[config.mk]
export PLATFORM = sky130hd
export DESIGN_NAME = mm2s_read_channel
export DESIGN_NICKNAME = d
export VERILOG_FILES = /design/src/rtl/mm2s_pkg.sv /design/src/rtl/mm2s_cursor.sv /design/src/rtl/mm2s_word_path.sv /design/src/rtl/mm2s_seq.sv /design/src/rtl/mm2s_read_channel.sv
export SDC_FILE = /design/constraint.sdc
export NUM_CORES = 1
export LEC_CHECK = 0
export BUFFER_PORTS_ARGS = -buffer_cell sky130_fd_sc_hd__buf_2
export CORE_MARGIN = 10
export CORE_UTILIZATION = 56
export DETAILED_ROUTE_END_ITERATION = 6
export PLACE_DENSITY = 0.82
export SYNTH_ARGS = -nofsm -noshare
export SYNTH_HDL_FRONTEND = slang
export SYNTH_HIERARCHICAL = 1
export SYNTH_SLANG_ARGS = --single-unit
[constraint.sdc]
create_clock -name clk -period 6.2 [get_ports clk]
set_input_delay 0.93 -clock clk [delete_from_list [all_inputs] [get_ports clk]]
set_output_delay 0.93 -clock clk [all_outputs]
set_load 0.005 [all_outputs]
[src/rtl/mm2s_pkg.sv]
package mm2s_pkg;
    localparam int DATA_W = 32;
    localparam int LO_W   = 32;
    localparam int HI_W   = 17;
    localparam int CNT_W  = 27;
    localparam int WA_W   = LO_W - 2 + HI_W;

    localparam int CTL_PAUSE_A = 0;
    localparam int CTL_PAUSE_B = 1;
    localparam int CTL_FIXED   = 22;
    localparam int CTL_SWAP    = 23;
    localparam logic [31:0] CTL_MASK = (32'd1 << CTL_PAUSE_A) | (32'd1 << CTL_PAUSE_B)
                                     | (32'd1 << CTL_FIXED) | (32'd1 << CTL_SWAP);

    typedef enum logic [2:0] {
        SEL_ADDR_LO = 3'd0,
        SEL_ADDR_HI = 3'd1,
        SEL_SIZE    = 3'd2,
        SEL_CTRL    = 3'd3,
        SEL_CSUM    = 3'd4,
        SEL_STATUS  = 3'd5
    } sel_e;

    typedef enum logic [1:0] {
        ST_IDLE,
        ST_ISSUE,
        ST_WAIT,
        ST_SEND
    } state_e;
endpackage

[src/rtl/mm2s_cursor.sv]
module mm2s_cursor
    import mm2s_pkg::*;
#(
    parameter int P_LO_W  = LO_W,
    parameter int P_HI_W  = HI_W,
    parameter int P_CNT_W = CNT_W,
    localparam int P_WA_W = P_LO_W - 2 + P_HI_W
) (
    input  logic               clk,
    input  logic               rst_n,
    input  logic               lo_we,
    input  logic [P_LO_W-3:0]  lo_data,
    input  logic               hi_we,
    input  logic [P_HI_W-1:0]  hi_data,
    input  logic               load,
    input  logic [P_CNT_W-1:0] load_cnt,
    input  logic               load_last,
    input  logic               advance,
    input  logic               fixed,
    output logic [P_WA_W-1:0]  word_addr,
    output logic [P_CNT_W-1:0] count,
    output logic               last_flag,
    output logic               final_word
);
    typedef struct packed {
        logic [P_WA_W-1:0]  waddr;
        logic [P_CNT_W-1:0] cnt;
        logic               last;
    } cur_t;

    cur_t cur_d, cur_q;

    always_comb begin
        cur_d = cur_q;
        if (lo_we) cur_d.waddr[P_LO_W-3:0] = lo_data;
        if (hi_we) cur_d.waddr[P_WA_W-1:P_LO_W-2] = hi_data;
        if (load) begin
            cur_d.cnt  = load_cnt;
            cur_d.last = load_last;
        end
        if (advance) begin
            cur_d.cnt = cur_q.cnt - 1'b1;
            if (!fixed) cur_d.waddr = cur_q.waddr + 1'b1;
        end
    end

    always_ff @(posedge clk) begin
        if (!rst_n) cur_q <= '0;
        else        cur_q <= cur_d;
    end

    assign word_addr  = cur_q.waddr;
    assign count      = cur_q.cnt;
    assign last_flag  = cur_q.last;
    assign final_word = (cur_q.cnt == {{(P_CNT_W-1){1'b0}}, 1'b1});


    cnt_step_chk: assert property (@(posedge clk) disable iff (!rst_n)
        advance |=> (count == $past(count) - 1'b1));


    fixed_addr_chk: assert property (@(posedge clk) disable iff (!rst_n)
        (advance && fixed) |=> $stable(word_addr));
endmodule

[src/rtl/mm2s_word_path.sv]
module mm2s_word_path
    import mm2s_pkg::*;
#(
    parameter int P_DATA_W = DATA_W,
    localparam int BYTES   = P_DATA_W / 8
) (
    input  logic                clk,
    input  logic                rst_n,
    input  logic                capture,
    input  logic [P_DATA_W-1:0] rdata,
    input  logic                rerr,
    input  logic                swap,
    input  logic                csum_we,
    input  logic [P_DATA_W-1:0] csum_wdata,
    output logic [P_DATA_W-1:0] data,
    output logic [P_DATA_W-1:0] csum
);
    typedef struct packed {
        logic [P_DATA_W-1:0] data;
        logic [P_DATA_W-1:0] csum;
    } wp_t;

    wp_t wp_d, wp_q;
    logic [P_DATA_W-1:0] swapped;
    logic [P_DATA_W-1:0] csum_base;

    for (genvar b = 0; b < BYTES; b++) begin : g_swap
        assign swapped[8*b +: 8] = rdata[8*(BYTES-1-b) +: 8];
    end

    always_comb begin
        wp_d      = wp_q;
        csum_base = csum_we ? csum_wdata : wp_q.csum;
        wp_d.csum = csum_base;
        if (capture) begin
            wp_d.data = swap ? swapped : rdata;
            if (!rerr) wp_d.csum = csum_base + rdata;
        end
    end

    always_ff @(posedge clk) begin
        if (!rst_n) wp_q <= '0;
        else        wp_q <= wp_d;
    end

    assign data = wp_q.data;
    assign csum = wp_q.csum;


    csum_add_chk: assert property (@(posedge clk) disable iff (!rst_n)
        (capture && !rerr && !csum_we) |=> (csum == $past(csum) + $past(rdata)));


    csum_err_chk: assert property (@(posedge clk) disable iff (!rst_n)
        (capture && rerr && !csum_we) |=> $stable(csum));
endmodule

[src/rtl/mm2s_seq.sv]
module mm2s_seq
    import mm2s_pkg::*;
(
    input  logic clk,
    input  logic rst_n,
    input  logic size_wr,
    input  logic size_zero,
    input  logic pause,
    input  logic final_word,
    input  logic mem_rvalid,
    input  logic mem_rerr,
    input  logic m_ready,
    output logic mem_req,
    output logic m_valid,
    output logic load,
    output logic capture,
    output logic advance,
    output logic busy,
    output logic done,
    output logic rd_err,
    output logic start_err
);
    typedef struct packed {
        state_e st;
        logic   done;
        logic   err;
        logic   sticky;
    } seq_t;

    seq_t sq_d, sq_q;

    always_comb begin
        sq_d      = sq_q;
        sq_d.done = 1'b0;
        sq_d.err  = 1'b0;
        load      = size_wr && (sq_q.st == ST_IDLE);
        capture   = (sq_q.st == ST_WAIT) && mem_rvalid;
        advance   = (sq_q.st == ST_SEND) && m_ready;
        mem_req   = (sq_q.st == ST_ISSUE) && !pause;
        unique case (sq_q.st)
            ST_IDLE: begin
                if (size_wr) begin
                    if (size_zero) sq_d.done = 1'b1;
                    else           sq_d.st   = ST_ISSUE;
                end
            end
            ST_ISSUE: if (!pause) sq_d.st = ST_WAIT;
            ST_WAIT: begin
                if (mem_rvalid) begin
                    sq_d.st  = ST_SEND;
                    sq_d.err = mem_rerr;
                end
            end
            ST_SEND: begin
                if (m_ready) begin
                    if (final_word) begin
                        sq_d.st   = ST_IDLE;
                        sq_d.done = 1'b1;
                    end else begin
                        sq_d.st = ST_ISSUE;
                    end
                end
            end
            default: sq_d.st = ST_IDLE;
        endcase
        if (size_wr && (sq_q.st != ST_IDLE) && !size_zero) sq_d.sticky = 1'b1;
    end

    always_ff @(posedge clk) begin
        if (!rst_n) sq_q <= '{st: ST_IDLE, done: 1'b0, err: 1'b0, sticky: 1'b0};
        else        sq_q <= sq_d;
    end

    assign m_valid   = (sq_q.st == ST_SEND);
    assign busy      = (sq_q.st != ST_IDLE);
    assign done      = sq_q.done;
    assign rd_err    = sq_q.err;
    assign start_err = sq_q.sticky;


    one_outstanding_chk: assert property (@(posedge clk) disable iff (!rst_n)
        mem_req |=> !mem_req);


    done_idle_chk: assert property (@(posedge clk) disable iff (!rst_n)
        done |-> !busy);


    sticky_hold_chk: assert property (@(posedge clk) disable iff (!rst_n)
        !$fell(start_err));
endmodule

[src/rtl/mm2s_read_channel.sv]
module mm2s_read_channel
    import mm2s_pkg::*;
(
    input  logic                 clk,
    input  logic                 rst_n,
    input  logic                 reg_we,
    input  logic [2:0]           reg_sel,
    input  logic [31:0]          reg_wdata,
    output logic [31:0]          reg_rdata,
    output logic                 mem_req,
    output logic [WA_W+1:0]      mem_addr,
    input  logic                 mem_rvalid,
    input  logic [DATA_W-1:0]    mem_rdata,
    input  logic                 mem_rerr,
    output logic                 m_valid,
    output logic [DATA_W-1:0]    m_data,
    output logic                 m_last,
    input  logic                 m_ready,
    output logic                 busy,
    output logic                 done,
    output logic                 rd_err,
    output logic [DATA_W-1:0]    checksum
);
    sel_e        sel;
    logic [31:0] ctrl_d, ctrl_q;
    logic        size_wr, load, capture, advance, start_err;
    logic        final_word, last_flag, pause;
    logic [WA_W-1:0]  word_addr;
    logic [CNT_W-1:0] count;

    assign sel     = sel_e'(reg_sel);
    assign size_wr = reg_we && (sel == SEL_SIZE);
    assign pause   = ctrl_q[CTL_PAUSE_A] | ctrl_q[CTL_PAUSE_B];

    always_comb begin
        ctrl_d = ctrl_q;
        if (reg_we && (sel == SEL_CTRL)) ctrl_d = reg_wdata & CTL_MASK;
    end

    always_ff @(posedge clk) begin
        if (!rst_n) ctrl_q <= '0;
        else        ctrl_q <= ctrl_d;
    end

    mm2s_seq u_seq (
        .clk        (clk),
        .rst_n      (rst_n),
        .size_wr    (size_wr),
        .size_zero  (reg_wdata[CNT_W+1:2] == '0),
        .pause      (pause),
        .final_word (final_word),
        .mem_rvalid (mem_rvalid),
        .mem_rerr   (mem_rerr),
        .m_ready    (m_ready),
        .mem_req    (mem_req),
        .m_valid    (m_valid),
        .load       (load),
        .capture    (capture),
        .advance    (advance),
        .busy       (busy),
        .done       (done),
        .rd_err     (rd_err),
        .start_err  (start_err)
    );

    mm2s_cursor u_cursor (
        .clk        (clk),
        .rst_n      (rst_n),
        .lo_we      (reg_we && (sel == SEL_ADDR_LO) && !busy),
        .lo_data    (reg_wdata[LO_W-1:2]),
        .hi_we      (reg_we && (sel == SEL_ADDR_HI) && !busy),
        .hi_data    (reg_wdata[HI_W-1:0]),
        .load       (load),
        .load_cnt   (reg_wdata[CNT_W+1:2]),
        .load_last  (reg_wdata[0]),
        .advance    (advance),
        .fixed      (ctrl_q[CTL_FIXED]),
        .word_addr  (word_addr),
        .count      (count),
        .last_flag  (last_flag),
        .final_word (final_word)
    );

    mm2s_word_path u_path (
        .clk        (clk),
        .rst_n      (rst_n),
        .capture    (capture),
        .rdata      (mem_rdata),
        .rerr       (mem_rerr),
        .swap       (ctrl_q[CTL_SWAP]),
        .csum_we    (reg_we && (sel == SEL_CSUM)),
        .csum_wdata (reg_wdata),
        .data       (m_data),
        .csum       (checksum)
    );

    assign mem_addr = {word_addr, 2'b00};
    assign m_last   = m_valid && final_word && last_flag;

    always_comb begin
        unique case (sel)
            SEL_ADDR_LO: reg_rdata = {word_addr[LO_W-3:0], 2'b00};
            SEL_ADDR_HI: reg_rdata = {{(32-HI_W){1'b0}}, word_addr[WA_W-1:LO_W-2]};
            SEL_SIZE:    reg_rdata = {{(30-CNT_W){1'b0}}, count, 1'b0, last_flag};
            SEL_CTRL:    reg_rdata = ctrl_q;
            SEL_CSUM:    reg_rdata = checksum;
            SEL_STATUS:  reg_rdata = {30'd0, start_err, busy};
            default:     reg_rdata = '0;
        endcase
    end


    hold_chk: assert property (@(posedge clk) disable iff (!rst_n)
        (m_valid && !m_ready) |=> (m_valid && $stable(m_data) && $stable(m_last)));


    last_final_chk: assert property (@(posedge clk) disable iff (!rst_n)
        (m_last && m_ready) |=> !busy);
endmodule

== After elaboration in Yosys (flattened, before gate mapping) ==
Cells that the tools add are included.

* Register bits after elaboration: 148
* Output and inout bits: 151
* Logic and storage cells: 73

* Add/sub/neg operators: 3
* Equal/unequal tests: 14
* Mux-type cells: 20
* Bitwise logic cells: 1
* Reduce and logical (&&, ||, !) cells: 25

{| class="wikitable"
|+ Operators with widths
! cell !! number
|-
| $pmux W32 S6 || 1
|-
| $mux W32 || 4
|-
| $mux W74 || 1
|-
| $add A47 B1 Y47 const B || 1
|-
| $mux W47 || 1
|-
| $add A32 B32 Y32 || 1
|-
| $mux W30 || 1
|-
| $mux W28 || 1
|-
| $eq A27 B1 Y1 const B || 1
|-
| $logic_not A27 Y1 || 1
|-
| $sub A27 B1 Y27 const B || 1
|-
| $mux W17 || 1
|-
| $logic_and A1 B1 Y1 || 15
|-
| $pmux W2 S4 || 1
|-
| $eq A3 B2 Y1 const B || 2
|-
| $eq A3 B3 Y1 const B || 2
|-
| $mux W2 || 3
|-
| $mux W3 || 2
|-
| $ne A2 B2 Y1 const B || 3
|-
| $reduce_and A5 Y1 || 1
|-
| $eq A2 B2 Y1 const B || 2
|-
| $ne A2 B1 Y1 const B || 2
|-
| $reduce_bool A2 Y1 || 2
|-
| $eq A3 B1 Y1 const B || 1
|-
| other kinds (8) || 12
|}

== Depth between registers and ports, before layout ==
* Word-level depth: 6
* Depth in mapped cells: 17
* Gate-level depth less buffers: 13

== By module ==
Netlist, hierarchy kept.

{| class="wikitable"
|+ Modules (own cells, without submodules)
! module !! instances !! cells each !! area an instance (um2) !! sequential area each (um2)
|-
| mm2s_word_path || 1 || 540 || 4533.1 || 1281.2
|-
| mm2s_cursor || 1 || 560 || 4416.7 || 1501.4
|-
| mm2s_read_channel || 1 || 156 || 1107.3 || 80.1
|-
| mm2s_seq || 1 || 35 || 352.8 || 100.1
|}

== Worst setup path after synthesis ==
No wires, ideal clock.

* Path kind: in2reg
* Start point: input reg_sel[2]
* End point: register u_path.wp_q (netlist bit u_path/csum[26])
* Setup time: 0.116 ns
* Arrival time: 4.567 ns
* Required time: 6.084 ns
* Setup slack: 1.516 ns
* Stages: 17
* Buffers on the path: 4
* Path through: buf_2 -> nor3b_2 -> buf_2 -> and2_1 -> clkbuf_1 -> buf_1 -> mux2_2 -> ha_1 -> fa_1 -> a21o_1 -> nand4_1 -> a2111oi_2 -> nor4_2 -> nor2_1 -> a311o_1 -> xor2_1 -> o211a_1

* Longest elaborated chain between the ends: 6

{| class="wikitable"
|+ RTL lines
! what !! RTL line !! RTL
|-
| from (decl) || mm2s_read_channel.sv:7 || <nowiki>input logic [2:0] reg_sel,</nowiki>
|-
| $eq A3 B3 Y1 * || mm2s_read_channel.sv:91 || <nowiki>.csum_we (reg_we && (sel == SEL_CSUM)),</nowiki>
|-
| $logic_and A1 B1 Y1 * || mm2s_read_channel.sv:91 ||
|-
| $mux W32 * || mm2s_word_path.sv:33 || <nowiki>csum_base = csum_we ? csum_wdata : wp_q.csum;</nowiki>
|-
| $add A32 B32 Y32 || mm2s_word_path.sv:37 || <nowiki>if (!rerr) wp_d.csum = csum_base + rdata;</nowiki>
|-
| $mux W32 || mm2s_word_path.sv:37 ||
|-
| $mux W32 * || mm2s_word_path.sv:35 || <nowiki>if (capture) begin</nowiki>
|-
| to (signal assigned) || mm2s_word_path.sv:43 || <nowiki>else wp_q <= wp_d;</nowiki>
|-
| to (decl) || mm2s_word_path.sv:23 || <nowiki>wp_t wp_d, wp_q;</nowiki>
|}

Mark *: on every way between the ends. The rest lies on a longest branch, timed or not.
A chain may end at the register's enable or synchronous reset.

== Final worst setup path ==
Same ends and word-level chain as after synthesis.

==> results.md <==
* Outcome: finished, violations left
* Failing checks: DRC
* Clock Sinks at 148
* Tot Pwr at 0.00239 W
* P&R area growth vs syn at 16.5%
* Initial antenna violation count at 0
* Hold Crit Depth at 1
* Yosys Warn Count at 6
* Post-synth EDFFs at 0
* Antenna Violating Nets Remaining at 0
* Length of routed met3 wiring at roughly 4600 um
* Final-report hold violation count at 0
* Synthesized area at around 10000 um^2
* Post-DP HPWL at 30200 um
* Post-Layout Inst Area at between 10000 and 15000 um^2
* Post-synthesis xor/xnor area fraction at ~2.4%
* Top cells by area, synth: dfxtp_1 (28%), mux2i_1 (5.2%), nand2_1 (4.9%)
* Die Y-Extent at about 160 um
* Router iterations before antenna repair at 7
* Dominant cell by count in the synthesized netlist: dfxtp_1
* Post-Synth Simple-Gate Area at between 20% and 30%
* Reg clk slew, reported paths at around 60 ps
* TritonCTS Buffers at 17
* Final number of setup-violating endpoints at 0
* RSZ-0062 raised after global routing: no
* Worst r2r path cells at 6
* Port Buf Inserts at about 220
* GP Congestion at approximately 1
* Int Pwr at around 0.0017 W
* Sequential power share at 41.8%
* Routed wire length at 40400 um
* Net Switching at 0.000680 W
* Synth top cells by count: dfxtp_1 (148), nand2_1 (136), a21oi_1 (98), nor2_1 (94), o21ai_0 (65)
* Clock Power Share at 43.8%
* Initial DRC Count at between 1.5k and 2k
* Register area share after synthesis at 28.5%
* Syn Inst Count at between 1k and 1.5k
* Met2 wire length at around 19000 um
* Num rows at between 40 and 50
* Largest net degree at the start of global routing at 68
* Mean Syn Cell Area at between 8 and 9 um^2
* DR vias/cell at just under 7
* Resize count post-CTS at 0
* Final Cycle Share at 75.1%
* Post-Place Cells at between 1.5k and 2k
* Worst skew pair latency at around 430 ps
* Avg WL per Cell at approximately 24 um
* Grt total ovfl at 0
* Synth cell types at slightly below 90
* Total Die Area at about 24000 um^2
* Leakage power at roughly 5.1 nW
* Ys async rst share at 0%
* CP Launch Type: primary input
* Antenna cell count at 0
* H-tree levels at 4
* Biggest area consumer among synthesized cells: dfxtp_1
* Starting Density at a little under three fifths
* Max_cap viols at 0
* GRT Overall Usage at about a third
* Hold-fix buffers at CTS at 0
* Compound-Gate Fraction of Synth Area at a little over a quarter
* Adder-Cell Fraction of Synth Area at between 4 and 5%
* Max-slew violations at 0
* Setup CP Type: primary input to register
* Worst slew pin tran at approximately 1200 ps
* Maximum VDD drop at 224 uV
* Routed via count at 11.5k
* Highest routed layer: met4
* Post-CTS setup buffers at 0
* Nets at about 1.6k
* Area share of the largest cell type after synthesis at between 20% and 30%
* Peak Freq at between 200 and 250 MHz
* Combinational family with the most area after synthesis: compound AO/OA/AOI/OAI gates
* Root Buffer: clkbuf_16
* Clock Tree Buf Depth at 2
* Worst Path Required at 6510 ps
* Synthesized flop and latch total at 148
* Worst Clk Skew at roughly 9.0 ps
* Post-layout util at 66.9%
* Core area at roughly 18000 um^2
* Num ports at ~220
* PD cells at about 200 nW/um^2
* Final setup TNS at 0 ps
* M1 WL at between 15000 and 20000 um
* Dpl cell area at 11500 um^2
* First-pass GRT wire length at around 62000 um
* Share of cells above drive strength 1 at 24.1%
* Worst min path class: register to register
* Max_slew headroom at 19.5%
* Logic pwr share at between 10% and 20%
* Die W at between 150 and 200 um
* Non-Filler Instances at 1705
* Sw Share at approximately 28%
* CP Capture Type: register
* CP Max Fanout at 30
* Mux cell area share after synthesis at 9.95%
* Number of remaining DRC errors at 2
* Most used DFF post-synth: dfxtp_1
* Crit path DAT at just under 5000 ps
* CTS tree: built
* Clock period minus worst slack at 4650 ps
* Vias in the first global route at 10.8k
## registers in the layout, summed over array words and instances, names as in the netlist
signal and flops:
u_seq/start_err 1, u_seq/sq_q 2, u_seq/done 1, u_cursor/count 27
u_path/data 32, u_path/csum 32, u_seq/rd_err 1, ctrl_q 4
u_cursor/last_flag 1, u_cursor/word_addr 47
## area by class of cell
cell class	instances	area, um^2
Fill cell	1570	6020
Multi-Input combinational cell	1034	6980
Sequential cell	148	2960
Clock inverter	12	129
Timing Repair Buffer	236	1220
Clock buffer	20	457
Inverter	26	97.6
Tap cell	229	287
## final timing paths
| kind | to | startpoint | slack [ps] |
|---|---|---|---|
| worst max-delay path | u_path/csum[26] | reg_sel[2] | 1550 |
| worst min-delay path | u_seq/start_err | u_seq/start_err | 480 |
| worst max register to register | u_path/csum[28] | u_seq/sq_q[3] | 2680 |
| worst min register to register | u_seq/start_err | u_seq/start_err | 480 |
## power by group through the flow
stage,Combinational [W],Clock (W),Sequential [W]
2_1_floorplan,0.000209,0,0.00101
3_3_place_gp,0.000327,0,0.00102
3_5_place_dp,0.000330,0,0.00102
4_1_cts,0.000333,0.00105,0.000997
5_1_grt,0.000367,0.00109,0.00100
6_report,0.000344,0.00105,0.000998
## worst max-delay path, cell delays in order
cell	delay, ps
buf_2	290
nor3b_2	220
buf_4	290
and2_1	220
buf_4	390
mux2_2	400
ha_1	370
a21o_1	240
a21oi_2	220
a2111oi_2	120
nor4_2	410
nor2_1	140
a311o_1	340
xor2_1	150
o211a_1	210
## routing by layer
layer  GRT usage, %  vias to the layer above
met4           12.7                        0
li1               -                     5226
met3           7.35                      110
met2           51.2                      765
met1           39.5                     5415
met5              0                        -
## cell usage in the layout (no fill, tap or decap), drive strengths merged, types with 27 or more instances in the layout
master  count
inv        27
nand3      34
buf       236
nand2     136
o21ai      66
nor2       94
nand4      32
ha         39
dfxtp     148
mux2i      54
mux2       44
a21oi     100
a211oi     61
a22oi      34
## cells by family after synthesis
family,Yosys count
other,1
and+or+nand+nor,463
buffers and inverters,110
AOI/OAI and AO/OA,402
DFF,148
muxes,98
adders and majority gates,40
xor gates and xnor gates,29
## stage by stage
stage          setup slack (ps)  hold slack [ps]
2_1_floorplan              1520              440
3_3_place_gp               1270              448
3_5_place_dp               1220              460
4_1_cts                    1630              475
5_1_grt                    1320              494
6_report                   1550              477
Note: power is estimated with default switching activity, not from simulation.
